$ cat src/rtl/bar_pkg.sv
`timescale 1ns/1ps
package bar_pkg;

    typedef enum logic [2:0] {
        BK_NONE, BK_IO16, BK_IO32, BK_MEM20, BK_MEM32, BK_MEM64L, BK_MEM64H
    } bar_kind_t;

    // Bits of the slot value that a write may set.
    function automatic logic [31:0] kind_wmask(bar_kind_t k, logic [31:0] m);
        logic [31:0] r;
        unique case (k)
            BK_NONE:   r = 32'h0;
            BK_IO16:   r = m & 32'h0000_FFFC;
            BK_IO32:   r = m & 32'hFFFF_FFFC;
            BK_MEM20:  r = m & 32'h000F_FFF0;
            BK_MEM32,
            BK_MEM64L: r = m & 32'hFFFF_FFF0;
            BK_MEM64H: r = m;
            default:   r = 32'h0;
        endcase
        return r;
    endfunction

    // Read-only type bits merged into every read.
    function automatic logic [31:0] kind_tbits(bar_kind_t k, logic [31:0] m);
        logic [31:0] r;
        unique case (k)
            BK_IO16, BK_IO32: r = 32'h1;
            BK_MEM20:         r = {28'h0, m[3], 3'b010};
            BK_MEM32:         r = {28'h0, m[3], 3'b000};
            BK_MEM64L:        r = {28'h0, m[3], 3'b100};
            default:          r = 32'h0;
        endcase
        return r;
    endfunction

endpackage

$ cat src/rtl/bar_classifier.sv
`timescale 1ns/1ps
module bar_classifier
    import bar_pkg::*;
#(
    parameter logic [31:0] MASK = 32'h0,
    parameter bit          LAST = 1'b0
) (
    input  logic      prev_lo,
    output bar_kind_t kind
);
    always_comb begin
        if (prev_lo)
            kind = BK_MEM64H;
        else if (MASK == 32'h0)
            kind = BK_NONE;
        else if (MASK[0])
            kind = (MASK[31:16] == 16'h0) ? BK_IO16 : BK_IO32;
        else begin
            unique case (MASK[2:1])
                2'b00:   kind = BK_MEM32;
                2'b01:   kind = BK_MEM20;
                2'b10:   kind = LAST ? BK_NONE : BK_MEM64L;
                default: kind = BK_NONE;
            endcase
        end
    end
endmodule

$ cat src/rtl/bar_slot.sv
`timescale 1ns/1ps
module bar_slot
    import bar_pkg::*;
#(
    parameter logic [31:0] MASK = 32'h0,
    parameter bit          LAST = 1'b0
) (
    input  logic        clk,
    input  logic        rst_n,
    input  logic        cls_en,
    input  logic        prev_lo,
    input  logic        wr_en,
    input  logic [31:0] wr_data,
    output bar_kind_t   kind,
    output logic [31:0] wr_view,
    output logic [31:0] rd_word
);
    bar_kind_t   cls_kind;
    logic [31:0] val;

    bar_classifier #(.MASK(MASK), .LAST(LAST)) u_cls (
        .prev_lo (prev_lo),
        .kind    (cls_kind)
    );

    assign wr_view = wr_data & kind_wmask(kind, MASK);
    assign rd_word = val | kind_tbits(kind, MASK);

    always_ff @(posedge clk) begin
        if (!rst_n) begin
            kind <= BK_NONE;
            val  <= 32'h0;
        end else begin
            if (cls_en) kind <= cls_kind;
            if (wr_en)  val  <= wr_view;
        end
    end

    // an unused slot never holds a value
    p_unused_zero_r7: assert property (@(posedge clk) disable iff (!rst_n)
        (kind == BK_NONE) |-> (val == 32'h0));
endmodule

$ cat src/rtl/bar_base_track.sv
`timescale 1ns/1ps
module bar_base_track (
    input  logic        clk,
    input  logic        rst_n,
    input  logic        upd,
    input  logic [31:0] new_word,
    output logic [31:0] base_addr,
    output logic        base_chg
);
    logic [31:0] new_base;
    assign new_base = {new_word[31:4], 4'h0};

    always_ff @(posedge clk) begin
        if (!rst_n) begin
            base_addr <= 32'h0;
            base_chg  <= 1'b0;
        end else begin
            base_chg <= upd && (new_base != base_addr);
            if (upd) base_addr <= new_base;
        end
    end

    // the base only moves on a slot-0 update
    p_base_hold_r8: assert property (@(posedge clk) disable iff (!rst_n)
        !upd |=> $stable(base_addr));
    // a pulse always accompanies a different base
    p_chg_moves_r8: assert property (@(posedge clk) disable iff (!rst_n)
        base_chg |-> (base_addr != $past(base_addr)));
endmodule

$ cat src/rtl/pci_bar_bank.sv
`timescale 1ns/1ps
module pci_bar_bank
    import bar_pkg::*;
#(
    parameter int NUM_BARS = 8,
    parameter logic [NUM_BARS-1:0][31:0] BAR_MASKS = {
        32'hFFFF_FFF4, 32'h0000_0000, 32'hFFFF_F002, 32'hFFFF_FFFF,
        32'hFFFF_000C, 32'h0000_FFF1, 32'hFFFF_FF01, 32'hFFF8_0000},
    localparam int IDX_W = (NUM_BARS > 1) ? $clog2(NUM_BARS) : 1
) (
    input  logic             clk,
    input  logic             rst_n,
    input  logic             wr_en,
    input  logic [IDX_W-1:0] wr_idx,
    input  logic [31:0]      wr_data,
    input  logic [IDX_W-1:0] rd_idx,
    output logic [31:0]      rd_data,
    output logic             ready,
    output logic [31:0]      base_addr,
    output logic             base_chg
);
    localparam int SLOTS = 2 ** IDX_W;

    typedef enum logic {ST_SCAN, ST_RUN} bank_state_t;

    bank_state_t      state;
    logic [IDX_W-1:0] scan_idx;
    bar_kind_t        kinds   [NUM_BARS];
    logic [31:0]      views   [NUM_BARS];
    logic [31:0]      words   [SLOTS];
    logic             wr_ok;

    // state register and scan counter
    always_ff @(posedge clk) begin
        if (!rst_n) begin
            state    <= ST_SCAN;
            scan_idx <= '0;
        end else begin
            unique case (state)
                ST_SCAN: begin
                    if (scan_idx == IDX_W'(NUM_BARS - 1))
                        state <= ST_RUN;     // scan_done
                    else
                        scan_idx <= scan_idx + 1'b1;
                end
                ST_RUN: state <= ST_RUN;
            endcase
        end
    end

    // outputs of the state machine
    always_comb begin
        unique case (state)
            ST_SCAN: ready = 1'b0;
            ST_RUN:  ready = 1'b1;
        endcase
    end

    assign wr_ok = wr_en && ready;

    for (genvar i = 0; i < NUM_BARS; i++) begin : g_slot
        logic prev_lo;
        if (i == 0) begin : g_first
            assign prev_lo = 1'b0;
        end else begin : g_next
            assign prev_lo = (kinds[i-1] == BK_MEM64L);
        end
        bar_slot #(.MASK(BAR_MASKS[i]), .LAST(i == NUM_BARS - 1)) u_slot (
            .clk     (clk),
            .rst_n   (rst_n),
            .cls_en  (state == ST_SCAN && scan_idx == IDX_W'(i)),
            .prev_lo (prev_lo),
            .wr_en   (wr_ok && wr_idx == IDX_W'(i)),
            .wr_data (wr_data),
            .kind    (kinds[i]),
            .wr_view (views[i]),
            .rd_word (words[i])
        );
    end
    for (genvar j = NUM_BARS; j < SLOTS; j++) begin : g_pad
        assign words[j] = 32'h0;
    end

    assign rd_data = words[rd_idx];

    bar_base_track u_base (
        .clk       (clk),
        .rst_n     (rst_n),
        .upd       (wr_ok && wr_idx == '0),
        .new_word  (views[0]),
        .base_addr (base_addr),
        .base_chg  (base_chg)
    );

    // once ready, stays ready until reset
    p_ready_stays_r1: assert property (@(posedge clk) disable iff (!rst_n)
        ready |=> ready);
    // the scan counter never passes the last slot
    p_scan_range_r1: assert property (@(posedge clk) disable iff (!rst_n)
        (state == ST_SCAN) |-> (32'(scan_idx) < NUM_BARS));
    // a change pulse needs an accepted slot-0 write one cycle earlier
    p_chg_src_r9: assert property (@(posedge clk) disable iff (!rst_n)
        base_chg |-> $past(wr_en && ready && wr_idx == '0));
    // nothing reaches the base before classification ends
    p_idle_base_r1: assert property (@(posedge clk) disable iff (!rst_n)
        !ready |=> $stable(base_addr));
endmodule

$ cat config.mk
export PLATFORM = sky130hd
export DESIGN_NAME = pci_bar_bank
export DESIGN_NICKNAME = d
export VERILOG_FILES = /design/src/rtl/bar_pkg.sv /design/src/rtl/bar_classifier.sv /design/src/rtl/bar_slot.sv /design/src/rtl/bar_base_track.sv /design/src/rtl/pci_bar_bank.sv
export SDC_FILE = /design/constraint.sdc
export NUM_CORES = 1
export LEC_CHECK = 0
export BUFFER_PORTS_ARGS = -buffer_cell sky130_fd_sc_hd__buf_2
export CAP_MARGIN = 20
export CORE_MARGIN = 1
export CORE_UTILIZATION = 40
export DETAILED_ROUTE_END_ITERATION = 8
export PLACE_DENSITY = 0.68
export SETUP_SLACK_MARGIN = 0.15
export SYNTH_ARGS = -nofsm -noshare
export SYNTH_HDL_FRONTEND = slang
export SYNTH_HIERARCHICAL = 1
export SYNTH_SLANG_ARGS = --single-unit
$ cat constraint.sdc
create_clock -name clk -period 2.3 [get_ports clk]
set_input_delay 0.115 -clock clk [delete_from_list [all_inputs] [get_ports clk]]
set_output_delay 0.115 -clock clk [all_outputs]
set_load 0.05 [all_outputs]
==> metrics.cfg, run 1 <==
[grt]
antenna_found_initial = 1
grt-ovfl-total = 0
grt_pass1_wl_mm = 50.29
grt_max_degree = 83
grt_usage = 0.1791
grt_pass1_vias = 9003

[worst_setup_path]
end_kind = output pin
critical_path_class = flop to output pin
cp_max_fo = 4
critPathArrivalTime_ns = 2.34
cp-start-kind = flop
cp_data_required_time_ns = 2.18

[clocking]
cts_root_buf = clkbuf_16
htreeDepth = 1
cts_tree = built
cts_made_buffers = 25
cts_max_path_buffers = 3
worstSkewPairLatency_ns = 0.52
clkTransAtPathRegs_ns = 0.06
clock-sinks = 208

[sta]
max_freq_mhz = 407.1
fin_crit_ns = 2.456
min_period_over_period = 1.068
tightest_slew_ns = 0.9088
holdWs_ns = 0.03960
slew_viol_final = 0
hold_viol = 0
setup_viol = 2
slew-limit-headroom = 0.3919
setup_slack_ns = -0.1563
finClkSkew_ns = 0.008570
rsz0062_at_grt = yes

[yosys]
syn_area_um2 = 13690
netlist_instances = 1333
avgSynthCellArea_um2 = 10.27
yosys_warnings = 6

[route]
ant_nets = 0
wl_per_cell_um = 17.96
vias = 9123
wirelength_mm = 31.54
drt_pre_antenna_iters = 5
route.detailed.drc = 0
via_per_inst = 5.195
drt-initial-drc-count = 550

[layout]
fin_area_um2 = 14350
final_nets = 1337
syn_to_final_growth_pct = 4.827
drive_above_1_share = 0.2546
diodes = 0
instances_no_fill = 1756

[power]
p_sw_uw = 2208
intPower_uw = 6357
vdd_drop_max_v = 0.0004474
p_leak_uw = 0.005869
p_per_area_nw_per_um2 = 597.0
switching_share = 0.2578
p_comb_frac = 0.122
fin_total_pwr_uw = 8566
clockPowerShare = 0.452
seqPwrFrac = 0.426

[die]
die_area_um2 = 34960
initial_core_util = 0.4072
pin_count = 107
die_w_um = 187.0
fp.coreArea_um2 = 33620
die_h_um = 187.0
rows = 67

[worst_hold_path]
hold_path_class = primary input to flop

[placed_design]
place_area_um2 = 12960
dp.cells = 1661
hpwl_mm = 20.49
gp_congestion = 0.7619
io_buffer_count = 102

[flow_run]
drv_cap = 0

[run_status]
violations = setup timing
outcome = finished, violations left

[what timing repair did]
action / 4_1_cts / 5_1_grt
resized for setup: 54 / 5
endpoints found under the hold margin: 148 / 0
setup endpoints to repair: 4 / 4
pin swaps: 1 / 1
buffers inserted: 14 / 4
hold buffers: 31 / 0
[worst max-delay path, stage by stage (launching register included)]
cell and delay (ns):
dfxtp_4 0.35, and3b_1 0.20, or3_1 0.35, mux4_2 0.45, mux2_4 0.30, buf_8 0.16
[layer usage]
metal  routed length (µm)  share of wire  up-vias  track usage
li1                     -              -     4306            -
met1                14450           0.46     4509       0.2410
met2                14550           0.46      258       0.2941
met3                 1737          0.055       48      0.02946
met4                  792          0.025        2      0.05359
met5                   10        0.00032        -            0
[metrics by stage]
stage | utilization | setup slack, ns | setup TNS (ns)
2_1_floorplan | - | 0.2842 | 0
3_3_place_gp | 0.3852 | 0.2214 | 0
3_5_place_dp | 0.3854 | 0.1954 | 0
4_1_cts | 0.4248 | -0.1474 | -0.1932
5_1_grt | 0.4268 | -0.1783 | -0.3116
6_report | 0.4268 | -0.1563 | -0.2115
[cells in the final DEF, fill, tap and decap left out, types with 7 or more instances in the layout]
| master | count |
|---|---|
| a22o_1 | 24 |
| a32o_1 | 52 |
| and2_1 | 23 |
| buf_2 | 96 |
| buf_4 | 46 |
| clkbuf_1 | 9 |
| clkbuf_16 | 25 |
| conb_1 | 119 |
| dfxtp_1 | 187 |
| dfxtp_2 | 10 |
| dfxtp_4 | 11 |
| dlygate4sd3_1 | 31 |
| inv_1 | 46 |
| mux2_2 | 28 |
| mux2i_1 | 60 |
| mux4_1 | 37 |
| mux4_2 | 27 |
| nand2_1 | 17 |
| nand2b_1 | 7 |
| nand3_1 | 28 |
| nand3b_1 | 65 |
| nand4_1 | 7 |
| nor2_1 | 29 |
| nor2b_1 | 98 |
| o21ai_0 | 29 |
| o31ai_1 | 8 |
| o41ai_1 | 8 |
| o41ai_2 | 28 |
| xnor2_1 | 33 |
[area by class of cell]
type,count,area [µm²]
repair buffers,186,1350
fillers,3236,19270
multi-input cells,819,7228
inverters,50,190.2
flip-flops and latches,208,4218
clock buffers,40,742.0
clock inverters,5,58.81
well taps,448,560.5
[power groups by stage]
| stage | Clock (µW) | Sequential, µW | Combinational, µW |
|---|---|---|---|
| after global placement | 0 | 3740 | 953 |
| after floorplan | 0 | 3730 | 866 |
| after global routing | 4110 | 3650 | 1130 |
| after CTS | 3960 | 3650 | 1040 |
| after detailed placement | 0 | 3740 | 960 |
| final | 3870 | 3650 | 1050 |
[sequential cells by signal, summed over array words and instances (netlist names)]
name and cells:
state 1, u_base/base_chg 1, g_slot.u_slot/kind 24, u_base/base_addr 28
g_slot.u_slot/val 151, scan_idx 3
[worst paths after layout]
check / startpoint / endpoint / slack, ns / cells after the start
setup / recovery: g_slot[3].u_slot/kind[0] / rd_data[3] / -0.16 / 5
hold / removal: wr_data[1] / g_slot[4].u_slot/val[1] / 0.04 / 3
setup reg to reg: g_slot[0].u_slot/kind[1] / u_base/base_chg / 0.41 / 6
hold reg to reg: g_slot[2].u_slot/val[14] / g_slot[2].u_slot/val[14] / 0.47 / 1
(Power assumes the default switching activity.)
==> inputs of run 2 (changes only) <==
- CTS_BUF_LIST: default -> sky130_fd_sc_hd__clkbuf_16
- PLACE_DENSITY: 0.68 -> default
==> run 2 against run 1 <==
Against the previous run:
- the flow still finishes with violations (setup timing)
- worst hold slack about the same
- power is 5.2% higher
- sequential power hardly changed
- sequential share of layout area decreased by 0.39 points
- critical endpoint unchanged
- clock power grew 11%
- first-iteration DRC count fell by 2.2%
- critical path type unchanged
- critical path depth unchanged
- register-to-register slack got worse by 0.04 ns
- fmax is 0.17% higher
- non-clock buffer count increased by 18
- wire length increased by 1.0%
- count of clock-buffer cells in the layout is 13 lower
==> metrics.cfg, run 2 (same netlist as run 1, synthesis figures left out) <==
[layout]
diodes = 0  ; unchanged
instances_no_fill = 1777  ; +1.2%
final_common_cell = dfxtp_1
fin_area_um2 = 14570  ; +1.5%
final_nets = 1356  ; +1.4%
syn_to_final_growth_pct = 6.436
biggestRegsByFlops = g_slot.u_slot/val: 151 flops, u_base/base_addr: 28 flops, g_slot.u_slot/kind: 24 flops
top_register = g_slot.u_slot/val
drive_above_1_share = 0.2739  ; +0.01930
final_cell_mix = dfxtp_1 (187), conb_1 (119), nor2b_1 (98), buf_2 (96)
largest_reg_flops = 151  ; unchanged

[clocking]
cts_root_buf = clkbuf_16
clkTransAtPathRegs_ns = 0.07  ; about the same
cts_tree = built
cts_max_path_buffers = 3  ; unchanged
worstSkewPairLatency_ns = 0.54  ; +0.02 ns
cts_made_buffers = 26  ; +4.0%
htreeDepth = 1  ; unchanged
clock-sinks = 208  ; unchanged

[worst_setup_path]
cp_data_required_time_ns = 2.18  ; about the same
slowest_stage = mux4_2
critPathMaxStageDelay_ns = 0.45  ; about the same
critPathArrivalTime_ns = 2.34  ; about the same
timing.critical_path.max_delay_family = multiplexers
cp-start-kind = flop
critical_path_class = flop to output pin
cp_max_fo = 4  ; unchanged
end_kind = output pin
crit_chain = and3b_1 > or3_1 > mux4_2 > mux2_4 > buf_8
cp.buffers_inverters = 1  ; unchanged

[die]
fp.coreArea_um2 = 33620  ; unchanged
rows = 67  ; unchanged
initial_core_util = 0.4072  ; unchanged
die_w_um = 187.0  ; unchanged
pin_count = 107  ; unchanged
die_h_um = 187.0  ; unchanged
die_area_um2 = 34960  ; unchanged

[grt]
grt_max_degree = 76  ; -8.4%
antenna_found_initial = 1  ; unchanged
grt_pass1_vias = 8918  ; -0.94%
grt_pass1_wl_mm = 50.56  ; +0.53%
grt_usage = 0.1800  ; +0.0008498
grt-ovfl-total = 0  ; unchanged

[sta]
hold_viol = 0  ; unchanged
min_period_over_period = 1.066  ; -0.001780
fin_crit_ns = 2.452  ; -0.004093 ns
slew_viol_final = 0  ; unchanged
slew-limit-headroom = 0.2583  ; -0.1336
rsz0062_at_grt = yes
tightest_slew_ns = 1.110  ; +0.2014 ns
setup_viol = 3  ; +1
max_freq_mhz = 407.8  ; +0.17%
finClkSkew_ns = 0.01667  ; +0.008097 ns
setup_slack_ns = -0.1522  ; +0.004093 ns

[worst_hold_path]
hold_path_class = primary input to flop

[power]
p_leak_uw = 0.005981  ; +1.9%
p_per_area_nw_per_um2 = 618.8  ; +3.7%
vdd_drop_max_v = 0.0005271  ; +18%

[placed_design]
dp.cells = 1667  ; +0.36%
place_area_um2 = 12980  ; +0.15%
hpwl_mm = 20.90  ; +2.0%
io_buffer_count = 102  ; unchanged
gp_congestion = 0.7987  ; +4.8%

[route]
drt_pre_antenna_iters = 5  ; unchanged
drt-initial-drc-count = 538  ; -2.2%
vias = 9068  ; -0.60%
ant_nets = 0  ; unchanged
wirelength_mm = 31.85  ; +1.0%
route.detailed.drc = 0  ; unchanged
wl_per_cell_um = 17.92  ; -0.19%
via_per_inst = 5.103  ; -1.8%

[run_status]
outcome = finished, violations left
violations = setup timing

[flow_run]
drv_cap = 0  ; unchanged

==> run 2: final cells by class <==
cell class / count / area (µm²)
inverter: 50 / 190.2
clock inverter: 21 / 234.0
sequential: 208 / 4225
timing repair buffer: 204 / 1464
multi-input combinational: 819 / 7218
tap: 448 / 560.5
fill: 3212 / 19050
clock buffer: 27 / 675.6
==> run 2: per-layer routing <==
metal / global-route usage / wire (µm) / vias to the layer above / part of all wire
li1: - / - / 4343 / -
met1: 0.2493 / 15300 / 4471 / 0.48
met2: 0.2925 / 14460 / 209 / 0.45
met3: 0.02983 / 1509 / 43 / 0.047
met4: 0.04098 / 568 / 2 / 0.018
met5: 0 / 11 / - / 0.00035
==> run 2: power by group <==
group | internal (µW) | switching [µW]
clock | 2600 | 1710
sequential | 3610 | 28.3
combinational | 437 | 629
total | 6650 | 2360
==> run 2: final timing paths <==
path | start | to | slack [ns] | cells after the start
min reg2reg | g_slot[2].u_slot/val[8] | g_slot[2].u_slot/val[8] | 0.47 | 1
max | g_slot[3].u_slot/kind[2] | rd_data[3] | -0.15 | 5
max reg2reg | state | g_slot[2].u_slot/val[9] | 0.37 | 4
min | wr_data[1] | g_slot[4].u_slot/val[1] | 0.04 | 3
==> run 2: what timing repair did <==
item,in CTS,in global routing
endpoints found under the setup margin,4,4
resized for setup,65,0
buffers inserted,28,3
hold endpoints to repair,145,0
pin swaps,3,2
hold buffers,31,0
==> run 2: tightest hold or removal path, delay by kind of cell <==
kind,cells,cell delay (ns)
buffers and inverters,1,0.09
AND/OR/NAND/NOR,1,0.19
AO/OA/AOI/OAI,1,0.15
==> run 2: stage by stage <==
stage | hold slack (ns) | utilization | setup TNS, ns | setup WS [ns] | total power [µW]
4_1_cts | 0.02925 | 0.4327 | -0.3657 | -0.1585 | 9113
3_5_place_dp | 0.3724 | 0.3860 | 0 | 0.2035 | 4700
5_1_grt | 0.04577 | 0.4334 | -0.4906 | -0.2055 | 9371
2_1_floorplan | 0.2327 | - | 0 | 0.2842 | 4592
6_report | 0.03938 | 0.4334 | -0.3244 | -0.1522 | 9015
3_3_place_gp | 0.3731 | 0.3860 | 0 | 0.2156 | 4693
==> inputs of run 3 (changes only) <==
- CTS_BUF_LIST: sky130_fd_sc_hd__clkbuf_16 -> sky130_fd_sc_hd__clkbuf_4 sky130_fd_sc_hd__clkbuf_8 sky130_fd_sc_hd__clkbuf_16
==> run 3 against run 2 <==
Against the previous run:
- the flow still finishes with violations (setup timing)
- combinational power hardly changed
- utilization hardly changed
- clock power hardly changed
- final cell count stayed put
- sequential share of layout area hardly changed
- die area is the same
- sequential cell count unchanged
==> metrics.cfg, run 3 (same netlist as run 1, synthesis figures left out) <==
[sta]
min_period_over_period = 1.076  ; +0.009557
finClkSkew_ns = 0.01775  ; +0.001080 ns
fin_crit_ns = 2.474  ; +0.02198 ns
holdWs_ns = 0.04548  ; +0.006105 ns
slew-limit-headroom = 0.2575  ; -0.0008610
setup_slack_ns = -0.1741  ; -0.02198 ns
max_freq_mhz = 404.2  ; -0.89%
hold_viol = 0  ; unchanged
tightest_slew_ns = 1.112  ; +0.001289 ns
setup_viol = 4  ; +1
slew_viol_final = 0  ; unchanged
rsz0062_at_grt = yes

[grt]
grt_usage = 0.1800  ; about the same
grt-ovfl-total = 0  ; unchanged
grt_pass1_vias = 8910  ; -0.090%
grt_pass1_wl_mm = 50.58  ; about the same
grt_max_degree = 76  ; unchanged
antenna_found_initial = 1  ; unchanged

[clocking]
cts_made_buffers = 26  ; unchanged
worstSkewPairLatency_ns = 0.54  ; about the same
htreeDepth = 1  ; unchanged
cts_max_path_buffers = 3  ; unchanged
clkTransAtPathRegs_ns = 0.07  ; about the same
cts_tree = built
clock-sinks = 208  ; unchanged
cts_root_buf = clkbuf_16

[worst_setup_path]
cp-start-kind = flop
cp_max_fo = 4  ; unchanged
timing.critical_path.max_delay_family = multiplexers
slowest_stage = mux4_2
critPathMaxStageDelay_ns = 0.45  ; about the same
crit_chain = and3b_1 > or3_1 > mux4_2 > mux2_4 > buf_8
cp_data_required_time_ns = 2.18  ; about the same
critical_path_class = flop to output pin
end_kind = output pin
critPathArrivalTime_ns = 2.36  ; +0.02 ns
cp.buffers_inverters = 1  ; unchanged

[route]
drt_pre_antenna_iters = 5  ; unchanged
vias = 9051  ; -0.19%
drt-initial-drc-count = 522  ; -3.0%
ant_nets = 0  ; unchanged
via_per_inst = 5.093  ; -0.19%
wirelength_mm = 31.86  ; about the same
wl_per_cell_um = 17.93  ; about the same
route.detailed.drc = 0  ; unchanged

[layout]
final_cell_mix = dfxtp_1 (187), conb_1 (119), nor2b_1 (98), buf_2 (96)
final_common_cell = dfxtp_1
top_register = g_slot.u_slot/val
fill_cells = 3209  ; -0.093%
biggestRegsByFlops = g_slot.u_slot/val: 151 flops, u_base/base_addr: 28 flops, g_slot.u_slot/kind: 24 flops
diodes = 0  ; unchanged
drive_above_1_share = 0.2754  ; +0.001505
syn_to_final_growth_pct = 6.490  ; about the same
final_nets = 1356  ; unchanged
largest_reg_flops = 151  ; unchanged

[placed_design]
hpwl_mm = 20.90  ; unchanged
pre_cts_ws_ns = 0.2035  ; unchanged
io_buffer_count = 102  ; unchanged
gp_congestion = 0.7987  ; unchanged

[die]
die_area_um2 = 34960  ; unchanged
die_h_um = 187.0  ; unchanged
rows = 67  ; unchanged
initial_core_util = 0.4072  ; unchanged
pin_count = 107  ; unchanged
die_w_um = 187.0  ; unchanged
fp.coreArea_um2 = 33620  ; unchanged

[run_status]
violations = setup timing
outcome = finished, violations left

[worst_hold_path]
hold_path_class = primary input to flop

[power]
p_per_area_nw_per_um2 = 620.8  ; +0.31%
vdd_drop_max_v = 0.0005279  ; +0.15%
p_leak_uw = 0.005979  ; about the same

[flow_run]
drv_cap = 0  ; unchanged

-- run 3: cell count changes in the layout (fill, tap and decap cells not counted), sizes merged --
cell	delta
inv	-2
clkbuf	+2
-- run 3: path summary, 6_finish.rpt --
path	from	end	slack (ns)	cells after the start
max	g_slot[3].u_slot/kind[2]	rd_data[3]	-0.17	5
min	wr_data[1]	g_slot[4].u_slot/val[1]	0.05	3
max reg2reg	state	g_slot[2].u_slot/val[9]	0.37	4
min reg2reg	g_slot[2].u_slot/val[8]	g_slot[2].u_slot/val[8]	0.47	1
-- run 3: cell type report --
class / instances / area [µm²] / area share
clock inverter: 19 / 226.5 / 0.01554
multi-input combinational: 819 / 7218 / 0.4952
clock buffer: 29 / 690.7 / 0.04739
tap: 448 / 560.5 / 0.03846
inverter: 50 / 190.2 / 0.01305
timing repair buffer: 204 / 1464 / 0.1004
sequential: 208 / 4225 / 0.2899
-- run 3: routing by layer --
metal  share of wire  vias to the layer above  track usage
met4           0.016                        2      0.04035
met3           0.050                       40      0.02964
met2            0.45                      209       0.2923
met1            0.48                     4461       0.2499
met5         0.00035                        -            0
li1                -                     4339            -
-- run 3: where the power goes --
| part | internal [µW] | switching [µW] | total, µW |
|---|---|---|---|
| clock network | 2630 | 1710 | 4340 |
| logic | 437 | 629 | 1070 |
| registers | 3610 | 28.3 | 3640 |
| total | 6680 | 2360 | 9050 |
-- run 3: what timing repair did --
| item | 4_1_cts | 5_1_grt |
|---|---|---|
| resized for setup | 65 | 0 |
| setup buffers | 28 | 3 |
| hold buffers | 31 | 0 |
| endpoints found under the hold margin | 145 | 0 |
| gates cloned | 0 | 0 |
| setup endpoints to repair | 4 | 4 |
| pin swaps | 3 | 2 |
-- run 3: through the flow --
| step | TNS [ns] | area (µm²) | std cells | power, µW | utilization |
|---|---|---|---|---|---|
| after global placement | 0 | 12980 | 1667 | 4693 | 0.3860 |
| final | -0.3542 | 14580 | 1777 | 9048 | 0.4336 |
| after floorplan | 0 | 14070 | 1433 | 4592 | - |
| after global routing | -0.4906 | 14580 | 1777 | 9403 | 0.4336 |
| after CTS | -0.3657 | 14550 | 1774 | 9145 | 0.4329 |
| after detailed placement | 0 | 12980 | 1667 | 4700 | 0.3860 |
-- run 3: worst min-delay path, delay by kind of cell --
kind,cells,cell delay (ns)
and+or+nand+nor,1,0.20
AOI/OAI and AO/OA,1,0.15
buffers and inverters,1,0.09
